$ cat src/rtl/tf_pkg.sv
`timescale 1ns/1ps
package tf_pkg;
  localparam int LBA_W      = 48;
  localparam int CNT_W      = 16;
  localparam int SHORT_W    = 28;   // address bits reachable by the 28-bit form
  localparam int BYTE_W     = 8;
  localparam int ADDR_W     = 3;
  localparam int IDX_W      = 4;
  localparam int FRAME_LAST = 10;   // index of the command byte
  localparam int SHORT_START = 5;   // first index used by the 28-bit form
  localparam int BSY_BIT    = 7;

  localparam logic [ADDR_W-1:0] RA_DEV = 3'd6;
  localparam logic [ADDR_W-1:0] RA_CMD = 3'd7;

  localparam logic [BYTE_W-1:0] OP_RD_PIO  = 8'h20;
  localparam logic [BYTE_W-1:0] OP_WR_PIO  = 8'h30;
  localparam logic [BYTE_W-1:0] OP_RD_DMA  = 8'hC8;
  localparam logic [BYTE_W-1:0] OP_WR_DMA  = 8'hCA;
  localparam logic [BYTE_W-1:0] OP_RD_PIOX = 8'h24;
  localparam logic [BYTE_W-1:0] OP_WR_PIOX = 8'h34;
  localparam logic [BYTE_W-1:0] OP_RD_DMAX = 8'h25;
  localparam logic [BYTE_W-1:0] OP_WR_DMAX = 8'h35;

  typedef enum logic [2:0] {
    ST_IDLE, ST_WAIT_A, ST_SELECT, ST_SETTLE,
    ST_WAIT_B, ST_SEND, ST_FIN_OK, ST_FIN_TO
  } iss_state_e;
endpackage

$ cat src/rtl/tf_tick_timer.sv
`timescale 1ns/1ps
module tf_tick_timer #(
  parameter int LIMIT = 4
) (
  input  logic clk,
  input  logic rst_n,
  input  logic clr,
  input  logic tick,
  output logic expired
);
  localparam int W = $clog2(LIMIT + 1);

  logic [W-1:0] cnt_q, cnt_d;
  logic         cnt_en;

  assign expired = (cnt_q >= W'(LIMIT));
  assign cnt_en  = clr | (tick & ~expired);

  always_comb begin
    cnt_d = cnt_q;
    if (clr)         cnt_d = '0;
    else if (cnt_en) cnt_d = cnt_q + W'(1);
  end

  always_ff @(posedge clk or negedge rst_n) begin
    if (!rst_n)      cnt_q <= '0;
    else if (cnt_en) cnt_q <= cnt_d;
  end

  // the tick count never runs past its limit
  a_r9_count_bounded: assert property (@(posedge clk) disable iff (!rst_n)
    cnt_q <= W'(LIMIT));
endmodule

$ cat src/rtl/tf_frame_build.sv
`timescale 1ns/1ps
module tf_frame_build
  import tf_pkg::*;
(
  input  logic [LBA_W-1:0]  lba_i,
  input  logic [CNT_W-1:0]  cnt_i,
  input  logic              write_i,
  input  logic              dma_i,
  input  logic              dev1_i,
  input  logic [IDX_W-1:0]  idx_i,
  output logic              ext_o,
  output logic [BYTE_W-1:0] dev_byte_o,
  output logic [ADDR_W-1:0] byte_addr_o,
  output logic [BYTE_W-1:0] byte_data_o
);
  localparam int SUM_W = LBA_W + 1;

  logic [SUM_W-1:0]  end_addr;
  logic [BYTE_W-1:0] cmd_code;

  assign end_addr = {1'b0, lba_i} + SUM_W'(cnt_i);
  assign ext_o    = (|cnt_i[CNT_W-1:BYTE_W]) | (|end_addr[SUM_W-1:SHORT_W]);

  assign dev_byte_o = {1'b0, 1'b1, 1'b0, dev1_i,
                       ext_o ? 4'h0 : lba_i[SHORT_W-1:24]};

  always_comb begin
    unique case ({dma_i, write_i})
      2'b00:   cmd_code = ext_o ? OP_RD_PIOX : OP_RD_PIO;
      2'b01:   cmd_code = ext_o ? OP_WR_PIOX : OP_WR_PIO;
      2'b10:   cmd_code = ext_o ? OP_RD_DMAX : OP_RD_DMA;
      default: cmd_code = ext_o ? OP_WR_DMAX : OP_WR_DMA;
    endcase
  end

  always_comb begin
    if (idx_i < IDX_W'(SHORT_START))
      byte_addr_o = ADDR_W'(idx_i + IDX_W'(1));
    else if (idx_i < IDX_W'(FRAME_LAST))
      byte_addr_o = ADDR_W'(idx_i - IDX_W'(SHORT_START - 1));
    else
      byte_addr_o = RA_CMD;

    unique case (idx_i)
      4'd1:    byte_data_o = cnt_i[15:8];
      4'd2:    byte_data_o = lba_i[31:24];
      4'd3:    byte_data_o = lba_i[39:32];
      4'd4:    byte_data_o = lba_i[47:40];
      4'd6:    byte_data_o = cnt_i[7:0];
      4'd7:    byte_data_o = lba_i[7:0];
      4'd8:    byte_data_o = lba_i[15:8];
      4'd9:    byte_data_o = lba_i[23:16];
      4'd10:   byte_data_o = cmd_code;
      default: byte_data_o = '0;   // feature bytes
    endcase
  end
endmodule

$ cat src/rtl/tf_cmd_issuer.sv
`timescale 1ns/1ps
module tf_cmd_issuer
  import tf_pkg::*;
#(
  parameter int SETTLE_TICKS  = 4,
  parameter int TIMEOUT_TICKS = 320_000_000
) (
  input  logic              clk,
  input  logic              rst_n,
  input  logic              req_valid,
  input  logic              req_write,
  input  logic              req_dma,
  input  logic              req_dev1,
  input  logic [LBA_W-1:0]  req_lba,
  input  logic [CNT_W-1:0]  req_count,
  output logic              req_ready,
  input  logic [BYTE_W-1:0] stat_in,
  input  logic              tick,
  output logic              wr_en,
  output logic [ADDR_W-1:0] wr_addr,
  output logic [BYTE_W-1:0] wr_data,
  output logic              done,
  output logic              timeout
);
  // reset: asserted asynchronously, released on a clock edge
  logic [1:0] rst_sync_q;
  logic       rst_int_n;
  always_ff @(posedge clk or negedge rst_n) begin
    if (!rst_n) rst_sync_q <= 2'b00;
    else        rst_sync_q <= {rst_sync_q[0], 1'b1};
  end
  assign rst_int_n = rst_sync_q[1];

  iss_state_e        state_q, state_d;
  logic [IDX_W-1:0]  idx_q, idx_d;
  logic              cur_dev_q, cur_dev_d;
  logic [LBA_W-1:0]  lba_q;
  logic [CNT_W-1:0]  cnt_q;
  logic              write_q, dma_q, dev1_q;
  logic              load_req, idx_en, dev_en;
  logic              busy, to_exp, st_exp, to_clr, st_clr;
  logic              fb_ext;
  logic [BYTE_W-1:0] fb_dev, fb_data;
  logic [ADDR_W-1:0] fb_addr;

  assign busy = stat_in[BSY_BIT];

  tf_frame_build u_frame (
    .lba_i(lba_q), .cnt_i(cnt_q), .write_i(write_q), .dma_i(dma_q),
    .dev1_i(dev1_q), .idx_i(idx_q), .ext_o(fb_ext), .dev_byte_o(fb_dev),
    .byte_addr_o(fb_addr), .byte_data_o(fb_data)
  );

  assign to_clr = (state_q != ST_WAIT_A) && (state_q != ST_WAIT_B);
  assign st_clr = (state_q != ST_SETTLE);

  tf_tick_timer #(.LIMIT(TIMEOUT_TICKS)) u_give_up (
    .clk(clk), .rst_n(rst_int_n), .clr(to_clr), .tick(tick), .expired(to_exp)
  );
  tf_tick_timer #(.LIMIT(SETTLE_TICKS)) u_settle (
    .clk(clk), .rst_n(rst_int_n), .clr(st_clr), .tick(tick), .expired(st_exp)
  );

  always_comb begin
    state_d   = state_q;
    idx_d     = idx_q;
    cur_dev_d = cur_dev_q;
    load_req  = 1'b0;
    unique case (state_q)
      ST_IDLE:   if (req_valid) begin
                   load_req = 1'b1;
                   state_d  = ST_WAIT_A;
                 end
      ST_WAIT_A: if (!busy)      state_d = ST_SELECT;
                 else if (to_exp) state_d = ST_FIN_TO;
      ST_SELECT: begin
                   cur_dev_d = dev1_q;
                   idx_d     = fb_ext ? '0 : IDX_W'(SHORT_START);
                   state_d   = (dev1_q != cur_dev_q) ? ST_SETTLE : ST_SEND;
                 end
      ST_SETTLE: if (st_exp) state_d = ST_WAIT_B;
      ST_WAIT_B: if (!busy)      state_d = ST_SEND;
                 else if (to_exp) state_d = ST_FIN_TO;
      ST_SEND:   if (idx_q == IDX_W'(FRAME_LAST)) state_d = ST_FIN_OK;
                 else idx_d = idx_q + IDX_W'(1);
      default:   state_d = ST_IDLE;   // both finish states
    endcase
  end

  assign idx_en = (state_q == ST_SELECT) || (state_q == ST_SEND);
  assign dev_en = (state_q == ST_SELECT);

  always_ff @(posedge clk or negedge rst_int_n) begin
    if (!rst_int_n) begin
      state_q   <= ST_IDLE;
      idx_q     <= '0;
      cur_dev_q <= 1'b0;
      lba_q     <= '0;
      cnt_q     <= '0;
      write_q   <= 1'b0;
      dma_q     <= 1'b0;
      dev1_q    <= 1'b0;
    end else begin
      state_q <= state_d;
      if (idx_en) idx_q     <= idx_d;
      if (dev_en) cur_dev_q <= cur_dev_d;
      if (load_req) begin
        lba_q   <= req_lba;
        cnt_q   <= req_count;
        write_q <= req_write;
        dma_q   <= req_dma;
        dev1_q  <= req_dev1;
      end
    end
  end

  assign req_ready = (state_q == ST_IDLE);
  assign wr_en     = (state_q == ST_SELECT) || (state_q == ST_SEND);
  assign wr_addr   = (state_q == ST_SELECT) ? RA_DEV : fb_addr;
  assign wr_data   = (state_q == ST_SELECT) ? fb_dev : fb_data;
  assign done      = (state_q == ST_FIN_OK);
  assign timeout   = (state_q == ST_FIN_TO);

  a_r1_no_ready_while_writing: assert property (@(posedge clk) disable iff (!rst_int_n)
    wr_en |-> !req_ready);
  a_r4_cmd_ends_burst: assert property (@(posedge clk) disable iff (!rst_int_n)
    (wr_en && wr_addr == RA_CMD) |=> !wr_en);
  a_r5_ext_dev_low_zero: assert property (@(posedge clk) disable iff (!rst_int_n)
    (wr_en && wr_addr == RA_DEV && fb_ext) |-> (wr_data[3:0] == 4'h0));
  a_r6_ext_code_form: assert property (@(posedge clk) disable iff (!rst_int_n)
    (wr_en && wr_addr == RA_CMD && fb_ext) |-> ((wr_data & ~8'h11) == 8'h24));
  a_r7_select_after_idle_bsy: assert property (@(posedge clk) disable iff (!rst_int_n)
    (wr_en && wr_addr == RA_DEV) |-> !$past(stat_in[BSY_BIT]));
  a_r8_settle_after_select: assert property (@(posedge clk) disable iff (!rst_int_n)
    $rose(state_q == ST_SETTLE) |-> $past(wr_en && wr_addr == RA_DEV));
  a_r10_done_after_cmd: assert property (@(posedge clk) disable iff (!rst_int_n)
    done |-> $past(wr_en && wr_addr == RA_CMD));
  a_r10_done_one_cycle: assert property (@(posedge clk) disable iff (!rst_int_n)
    done |=> !done);
endmodule

$ cat config.mk
export PLATFORM = sky130hd
export DESIGN_NAME = tf_cmd_issuer
export DESIGN_NICKNAME = d
export VERILOG_FILES = /design/src/rtl/tf_pkg.sv /design/src/rtl/tf_tick_timer.sv /design/src/rtl/tf_frame_build.sv /design/src/rtl/tf_cmd_issuer.sv
export SDC_FILE = /design/constraint.sdc
export NUM_CORES = 1
export LEC_CHECK = 0
export CELL_PAD_IN_SITES_DETAIL_PLACEMENT = 0
export CELL_PAD_IN_SITES_GLOBAL_PLACEMENT = 2
export CORE_MARGIN = 1.5
export CORE_UTILIZATION = 39
export DETAILED_ROUTE_END_ITERATION = 8
export PLACE_DENSITY_LB_ADDON = 0.1
export SYNTH_ARGS = -nofsm -noshare
export SYNTH_HDL_FRONTEND = slang
export SYNTH_HIERARCHICAL = 1
export SYNTH_SLANG_ARGS = --single-unit
$ cat constraint.sdc
create_clock -name clk -period 11.25 [get_ports clk]
set_input_delay 3.375 -clock clk [delete_from_list [all_inputs] [get_ports clk]]
set_output_delay 3.375 -clock clk [all_outputs]
set_load 0.005 [all_outputs]
==> results.ini, run 1 <==
[synthesis]
yosys_most_used_dff = dfrtp_1
ys_ff_latch = 109
synthArstFlopShare_pct = 100
syn_avg_cell_area_um2 = 9.78
ys_types = 90
synth-edff-count = 0
synthCells = 753
seq_area_frac_synth_pct = 37.0
ys_warn_count = 6
syn-cell-area_mm2 = 0.00736

[detailed_routing]
routed-via-count = 6252
first_pass_iters = 5
dr_wl_met3_um = 895
topRoutingLayerUsed = met4
viasPerCell = 5.99
route.met2.wl_um = 11000
drtIter0Drc = 425
ant_nets = 0
drc = 0
met1_length_um = 9130
wl_per_cell_um = 20.6
routed_wl_um = 21500

[critical_path]
rr_endpoint = idx_q[2]$_DFFE_PN0P_
crit_fanout = 14
rrSetupSlack_ps = 7160
worstSetupPathType = flip-flop to output port
crit_required_ps = 7880
worst_r2r_startpoint = lba_q[27]$_DFFE_PN0P_
path_cells = and4_1 > nand4_1 > or4_1 > a2111oi_0 > xor2_1 > a2111o_1 > nor3_1 > and2_1 > nand2_1 > nand2_1 > clkdlybuf4s50_1
slowest_stage = or4_1
crit_arrival_ps = 4710
path_delay_family = simple AND/OR/NAND/NOR gates
start_kind = flip-flop
r2r.worst_path.cells = 10
cp-end-kind = output port
critPathMostFrequentCell = nand2_1
cp_num_buf_inv = 1
critPathMaxStageDelay_ps = 690

[run]
max_cap_viol_count = 0

[timing]
rsz0062_at_grt = no
period_minus_slack_ps = 8080
slew_headroom_pct = 31.1
timing.final.hold_violations = 0
tns_ps = 0
fin_crit_sh_pct = 71.9
holdWs_ps = 345
clock_skew_ps = 8.18
setup_slack_ps = 3170
finalMaxSlewViolations = 0
tightest_slew_ps = 1030
max_freq_mhz = 124
setup-violations-final = 0

[min_path]
holdCritPathClass = flip-flop to async pin

[floorplan]
start_util_pct = 39.6
coreArea_mm2 = 0.0186
die_w_um = 140
fp.dieH_um = 140
io_pins = 94
std_cell_rows = 50
dieArea_mm2 = 0.0197

[power_and_ir_drop]
peakVddDrop_mv = 0.116
p_total_mw = 2.27
power.leakage_nw = 3.37
powerDensity_mw_per_mm2 = 265

[clock_tree]
cts_tree = built
clock_path_buffers = 2
clk_latency_ps = 360
htreeDepth = 3
clockRootBuffer = clkbuf_16
numCtsBuffers = 9
post_cts_buffers = 0
hold_buffers = 0
cts-resized-gates = 0
clk_pin_slew_ps = 70
cts.sinks = 109

[cells_and_area]
final_common_cell = dfrtp_1
layout_common_cells = dfrtp_1, clkdlybuf4s50_1, nand2_1
drive_above_1_share_pct = 14.6
diodes = 0
fin_util_pct = 46.0
area_growth_pct = 16.2
nets = 911
fillers = 1753

[grt]
antenna_found_initial = 0
track_usage_pct = 22.1
first_global_vias = 6134
grt-ovfl-total = 0
grt_start_max_net_pins = 66
grt_pass1_wl_um = 34000

[placed_design]
post-place-ws_ps = 3600
port_buffers = 86
routabilityCongestion = 0.899
hpwlAfterDp_um = 15700

[status]
status = complete, no violations

where the power goes:
group	internal, mW	switching, mW	total, mW	leakage, nW
logic	0.552	0.551	1.10	1.85
clock network	0.201	0.151	0.352	0.159
registers	0.533	0.278	0.811	1.36
synth_stat cells, types with 4 or more instances:
| library cell | instances | area, um^2 |
|---|---|---|
| buf_4 | 8 | 60.1 |
| o21ai_1 | 8 | 40.0 |
| a211o_1 | 5 | 43.8 |
| buf_2 | 7 | 35.0 |
| or2_2 | 4 | 25.0 |
| o21ai_0 | 32 | 160 |
| a211oi_1 | 7 | 52.6 |
| nand4_1 | 18 | 113 |
| buf_6 | 6 | 67.6 |
| a21oi_1 | 45 | 225 |
| xor2_1 | 4 | 35.0 |
| mux2_2 | 37 | 417 |
| nand2b_1 | 5 | 31.3 |
| buf_1 | 4 | 15.0 |
| and4_1 | 11 | 96.3 |
| a2111oi_0 | 4 | 35.0 |
| nor3_1 | 18 | 90.1 |
| or3_1 | 16 | 100 |
| clkbuf_1 | 21 | 78.8 |
| and3_1 | 8 | 50.1 |
| nor4_1 | 6 | 37.5 |
| o31ai_1 | 16 | 120 |
| mux2i_1 | 4 | 40.0 |
| nor2b_1 | 7 | 43.8 |
| a221oi_1 | 16 | 140 |
| inv_1 | 22 | 82.6 |
| dfrtp_1 | 109 | 2730 |
| nor2_1 | 18 | 67.6 |
| nand2_1 | 83 | 312 |
| o211ai_1 | 9 | 67.6 |
| or4_1 | 14 | 105 |
| and2_1 | 10 | 62.6 |
| a31oi_1 | 6 | 37.5 |
| mux2_4 | 31 | 465 |
| ha_1 | 26 | 325 |
| nand3_1 | 26 | 130 |
| o2111ai_1 | 4 | 35.0 |
area by class of cell:
| type | count | area (um^2) | share of cell area (%) |
|---|---|---|---|
| clock buffers | 10 | 239 | 2.79 |
| inverters | 22 | 82.6 | 0.965 |
| multi-input cells | 573 | 4230 | 49.4 |
| repair buffers | 91 | 898 | 10.5 |
| well taps | 234 | 293 | 3.42 |
| flip-flops and latches | 109 | 2730 | 31.9 |
| clock inverters | 5 | 82.6 | 0.965 |
how the worst max path moves through the flow:
stage / start / end / slack, ps / depth (start not counted)
final: lba_q[27]$_DFFE_PN0P_ / wr_data[0] / 3170 / 11
after global placement: lba_q[27]$_DFFE_PN0P_ / wr_data[3] / 3510 / 11
after global routing: lba_q[27]$_DFFE_PN0P_ / wr_data[2] / 2870 / 11
after floorplan: cnt_q[15]$_DFFE_PN0P_ / wr_data[1] / 4830 / 12
after detailed placement: lba_q[27]$_DFFE_PN0P_ / wr_data[3] / 3600 / 11
after CTS: lba_q[27]$_DFFE_PN0P_ / wr_data[3] / 3190 / 11
sequential cells by signal (all words and copies together), names as in the netlist:
register,flops
lba_q,48
state_q,3
dma_q,1
rst_sync_q,2
u_give_up/cnt_q,29
u_settle/cnt_q,3
cnt_q,16
cur_dev_q,1
dev1_q,1
write_q,1
idx_q,4
logic make-up after synthesis:
kind of cell / Yosys count / share of synthesized area (%)
other: 3 / 0.153
xor gates and xnor gates: 7 / 0.833
DFF: 109 / 37.0
adders and majority gates: 26 / 4.42
and+or+nand+nor: 269 / 20.8
muxes: 72 / 12.5
AOI/OAI and AO/OA: 195 / 18.6
buffers and inverters: 72 / 5.62
per-stage QoR:
step | cell area (um^2) | cells
2_1_floorplan | 7370 | 754
3_5_place_dp | 8230 | 1029
4_1_cts | 8560 | 1044
3_3_place_gp | 8230 | 1029
5_1_grt | 8560 | 1044
6_report | 8560 | 1044
layer usage:
| metal | vias up | track usage, % |
|---|---|---|
| met5 | - | 0 |
| met4 | 0 | 7.70 |
| met3 | 32 | 3.38 |
| met2 | 150 | 38.4 |
| met1 | 3100 | 27.9 |
| li1 | 2970 | - |
(Power assumes the default switching activity.)
==> run 2: changes to the inputs <==
- CORE_UTILIZATION: 39 -> 36
- clock period: 11.25 -> 7.5 ns (I/O delays scaled with it)
==> run 2 against run 1 <==
Effect of this change: combinational power grew 52%; critical endpoint is now wr_data[3]; critical path depth grew 1; largest power group unchanged; worst setup slack lost 2500 ps; non-clock buffer count grew 1; cell count grew 3.6%; routed wire length grew 4.1%; clock power grew 37%.
==> results.ini, run 2 (synthesized netlist as in run 1, its figures left out) <==
[timing]
timing.final.hold_violations = 0
period_minus_slack_ps = 6810
setup_slack_ps = 689
rsz0062_at_grt = no
finalMaxSlewViolations = 0
holdWs_ps = 284
tns_ps = 0
slew_headroom_pct = 24.8
max_freq_mhz = 147
setup-violations-final = 0
clock_skew_ps = 10.2
fin_crit_sh_pct = 90.8
tightest_slew_ps = 1130

[power_and_ir_drop]
power.leakage_nw = 3.35
switching_power_mw = 1.51
intPower_mw = 1.87
switching_share_pct = 44.7
p_clk_share_pct = 14.3
powerDensity_mw_per_mm2 = 393
p_comb_share_pct = 49.4
peakVddDrop_mv = 0.184
pwr-share-seq_pct = 36.2

[detailed_routing]
viasPerCell = 5.84
wl_per_cell_um = 20.7
drtIter0Drc = 366
routed_wl_um = 22400
routed-via-count = 6314
drc = 0
ant_nets = 0
first_pass_iters = 7

[critical_path]
critPathMostFrequentCell = nand2_1
slowest_stage = a221oi_2
worstSetupPathType = flip-flop to output port
path_cells = ha_1 > a311oi_1 > o21ai_0 > a221oi_2 > a2111oi_0 > xor2_1 > a2111o_1 > nor3_1 > and2_1 > nand2_1 > nand2_1 > clkdlybuf4s50_1
crit_end = wr_data[3]
cp-startpoint = lba_q[1]$_DFFE_PN0P_
crit_required_ps = 5250
rr_endpoint = idx_q[2]$_DFFE_PN0P_
path_delay_family = compound AO/OA/AOI/OAI gates
crit_arrival_ps = 4560
critPathMaxStageDelay_ps = 570
cp-end-kind = output port
cp_num_buf_inv = 1
rrSetupSlack_ps = 3620
worst_r2r_startpoint = lba_q[1]$_DFFE_PN0P_
path_depth = 12
crit_fanout = 7
r2r.worst_path.cells = 11
start_kind = flip-flop

[run]
max_cap_viol_count = 0

[clock_tree]
clk_pin_slew_ps = 80
clock_path_buffers = 2
post_cts_buffers = 0
clk_latency_ps = 360
cts.sinks = 109
clockRootBuffer = clkbuf_16
cts_tree = built
cts-resized-gates = 0
hold_buffers = 0
numCtsBuffers = 9
htreeDepth = 3

[floorplan]
std_cell_rows = 52
io_pins = 94
start_util_pct = 36.5
coreArea_mm2 = 0.0202
die_w_um = 146
fp.dieH_um = 146
dieArea_mm2 = 0.0213

[grt]
gr-usage-met3_pct = 3.09
first_global_vias = 6172
antenna_found_initial = 0
track_usage_pct = 21.1
grtUsageMet2_pct = 37.6
grt_pass1_wl_um = 35300
top_usage_layer = met2
grt_start_max_net_pins = 76
grt-ovfl-total = 0
grt_use_met1_pct = 26.3

[cells_and_area]
nets = 912
top_regs = lba_q (48), u_give_up/cnt_q (29), cnt_q (16)
area_growth_pct = 16.5
largest_register = lba_q
final_common_cell = dfrtp_1
layout.cells.non_filler = 1082
layout_common_cells = dfrtp_1, clkdlybuf4s50_1, nand2_1
fin_util_pct = 42.5
largest_reg_flops = 48
drive_above_1_share_pct = 14.8
diodes = 0

[placed_design]
port_buffers = 86
post-place-cells = 1066
routabilityCongestion = 0.884
post-place-ws_ps = 1140
hpwlAfterDp_um = 16300

[status]
status = complete, no violations

[min_path]
holdCritPathClass = flip-flop to async pin

-- run 2: cell count changes in the layout (fill, tap and decap cells not counted) --
cell,before,now
buf_4,5,6
bufinv_16,2,0
clkinvlp_4,0,1
inv_8,0,2
-- run 2: power by group through the flow --
stage,registers (mW),logic (mW),clock network (mW)
floorplan,0.995,1.28,0
global placement,1.23,1.64,0
detailed placement,1.23,1.66,0
CTS,1.22,1.67,0.499
global route,1.26,1.82,0.519
finish,1.22,1.67,0.483
-- run 2: worst min path at each step --
| stage | from | end | slack (ps) | depth (start not counted) |
|---|---|---|---|---|
| after CTS | rst_sync_q[1]$_DFF_PN0_ | dev1_q$_DFFE_PN0P_ | 310 | 0 |
| after global placement | rst_sync_q[1]$_DFF_PN0_ | dev1_q$_DFFE_PN0P_ | 290 | 0 |
| after detailed placement | rst_sync_q[1]$_DFF_PN0_ | dev1_q$_DFFE_PN0P_ | 300 | 0 |
| after global routing | rst_sync_q[1]$_DFF_PN0_ | dev1_q$_DFFE_PN0P_ | 330 | 0 |
| after floorplan | rst_sync_q[0]$_DFF_PN0_ | rst_sync_q[1]$_DFF_PN0_ | 330 | 0 |
| final | rst_sync_q[1]$_DFF_PN0_ | dev1_q$_DFFE_PN0P_ | 280 | 0 |
-- run 2: metal layers --
layer | wire length (um) | up-vias | part of all wire (%)
met3 | 838 | 34 | 3.7
li1 | - | 2962 | -
met2 | 11600 | 161 | 52
met4 | 483 | 0 | 2.2
met1 | 9450 | 3157 | 42
met5 | 0 | - | 0
-- run 2: metrics by stage --
step	total power [mW]	instance area, um^2
finish	3.37	8580
global route	3.61	8580
CTS	3.39	8580
detailed placement	2.89	8290
global placement	2.87	8290
floorplan	2.27	7370
-- run 2: final cells by class --
| cell class | count | area, um^2 |
|---|---|---|
| Tap cell | 270 | 338 |
| Inverter | 22 | 82.6 |
| Clock buffer | 10 | 239 |
| Fill cell | 1968 | 11600 |
| Sequential cell | 109 | 2730 |
| Timing Repair Buffer | 92 | 906 |
| Clock inverter | 6 | 52.6 |
| Multi-Input combinational cell | 573 | 4230 |
==> run 3: changes to the inputs <==
- CELL_PAD_IN_SITES_GLOBAL_PLACEMENT: 2 -> 1
- CORE_MARGIN: 1.5 -> default
- CORE_UTILIZATION: 36 -> 44
==> run 3 against run 2 <==
Effect of this change: hold slack better by 26 ps; worst setup slack gained 4.8 ps; first-iteration DRC count shrank 2.2%; clock skew up 5.6 ps; largest cell class unchanged.
==> results.ini, run 3 (synthesized netlist as in run 1, its figures left out) <==
[floorplan]
fp.dieH_um = 131
dieArea_mm2 = 0.0173
die_w_um = 131
io_pins = 94
std_cell_rows = 46
start_util_pct = 45.7
coreArea_mm2 = 0.0161

[grt]
first_global_vias = 6114
antenna_found_initial = 0
grt-ovfl-total = 0
grt_start_max_net_pins = 72
track_usage_pct = 25.2
grt_pass1_wl_um = 34200

[clock_tree]
htreeDepth = 3
clockRootBuffer = clkbuf_16
post_cts_buffers = 0
cts-resized-gates = 0
cts.sinks = 109
clock_path_buffers = 2
clk_pin_slew_ps = 90
numCtsBuffers = 9
clk_latency_ps = 370
cts_tree = built
hold_buffers = 0

[detailed_routing]
routed-via-count = 6283
viasPerCell = 6.12
wl_per_cell_um = 20.9
first_pass_iters = 5
routed_wl_um = 21400
ant_nets = 0
drc = 0
drtIter0Drc = 358

[timing]
slew_headroom_pct = 30.2
setup-violations-final = 0
tns_ps = 0
finalMaxSlewViolations = 0
fin_crit_sh_pct = 90.8
setup_slack_ps = 694
tightest_slew_ps = 1050
clock_skew_ps = 15.8
rsz0062_at_grt = no
max_freq_mhz = 147
timing.final.hold_violations = 0
holdWs_ps = 310
period_minus_slack_ps = 6810

[cells_and_area]
top_regs = lba_q (48), u_give_up/cnt_q (29), cnt_q (16)
design_area_mm2 = 0.00853
largest_register = lba_q
nets = 911
largest_reg_flops = 48
area_growth_pct = 15.9
fin_util_pct = 52.9
layout_common_cells = dfrtp_1, clkdlybuf4s50_1, nand2_1
diodes = 0
layout.cells.non_filler = 1027
fillers = 1451
final_common_cell = dfrtp_1
drive_above_1_share_pct = 14.7

[critical_path]
rrSetupSlack_ps = 3650
slowest_stage = a2111oi_0
start_kind = flip-flop
worstSetupPathType = flip-flop to output port
cp-end-kind = output port
crit_arrival_ps = 4560
crit_required_ps = 5250
critPathMaxStageDelay_ps = 590
crit_fanout = 7
path_cells = ha_1 > and3_1 > and3_1 > a221oi_2 > a2111oi_0 > xor2_1 > a2111o_1 > nor3_1 > and2_1 > nand2_1 > nand2_1 > clkdlybuf4s50_1

[placed_design]
post-place-cells = 1011
port_buffers = 86
post-place-ws_ps = 1210
routabilityCongestion = 0.893
dpl_cell_area_mm2 = 0.00821
hpwlAfterDp_um = 15500

[power_and_ir_drop]
powerDensity_mw_per_mm2 = 399
p_total_mw = 3.40
power.leakage_nw = 3.36
peakVddDrop_mv = 0.217

[run]
max_cap_viol_count = 0

[min_path]
holdCritPathClass = flip-flop to async pin

[status]
status = complete, no violations

run 3: layout make-up:
cell class / instances / area (um^2) / area share (%)
Sequential cell: 109 / 2730 / 32.0
Timing Repair Buffer: 91 / 898 / 10.5
Multi-Input combinational cell: 573 / 4230 / 49.6
Tap cell: 216 / 270 / 3.17
Clock buffer: 10 / 239 / 2.80
Inverter: 22 / 82.6 / 0.968
Clock inverter: 6 / 81.3 / 0.953
run 3: where the power goes:
part           leakage [nW]  internal [mW]  total, mW  switching [mW]
combinational          1.84          0.827       1.66           0.832
sequential             1.36          0.799       1.22           0.424
clock                 0.159          0.278      0.522           0.244
run 3: critical path, delay by kind of cell (launching register included):
kind	cells	cell delay, ps
xor gates and xnor gates	1	160
adders and majority gates	1	390
and+or+nand+nor	6	1470
buffers and inverters	1	510
DFF	1	480
AOI/OAI and AO/OA	3	1200
run 3: worst paths after layout:
kind | start | endpoint | depth (start not counted)
max reg2reg | cnt_q[15]$_DFFE_PN0P_ | idx_q[2]$_DFFE_PN0P_ | 11
min reg2reg | rst_sync_q[1]$_DFF_PN0_ | cur_dev_q$_DFFE_PN0P_ | 0
min | rst_sync_q[1]$_DFF_PN0_ | cur_dev_q$_DFFE_PN0P_ | 0
min in group clk | rst_sync_q[0]$_DFF_PN0_ | rst_sync_q[1]$_DFF_PN0_ | 0
max | cnt_q[15]$_DFFE_PN0P_ | wr_data[1] | 12
max in group asynchronous | rst_n | rst_sync_q[1]$_DFF_PN0_ | 1
run 3: metal layers:
metal	share of wire [%]	global-route usage, %	vias to the layer above
li1	-	-	2972
met1	43	31.9	3106
met2	50	43.3	172
met3	4.3	4.55	33
met4	2.1	7.95	0
met5	0	0	-
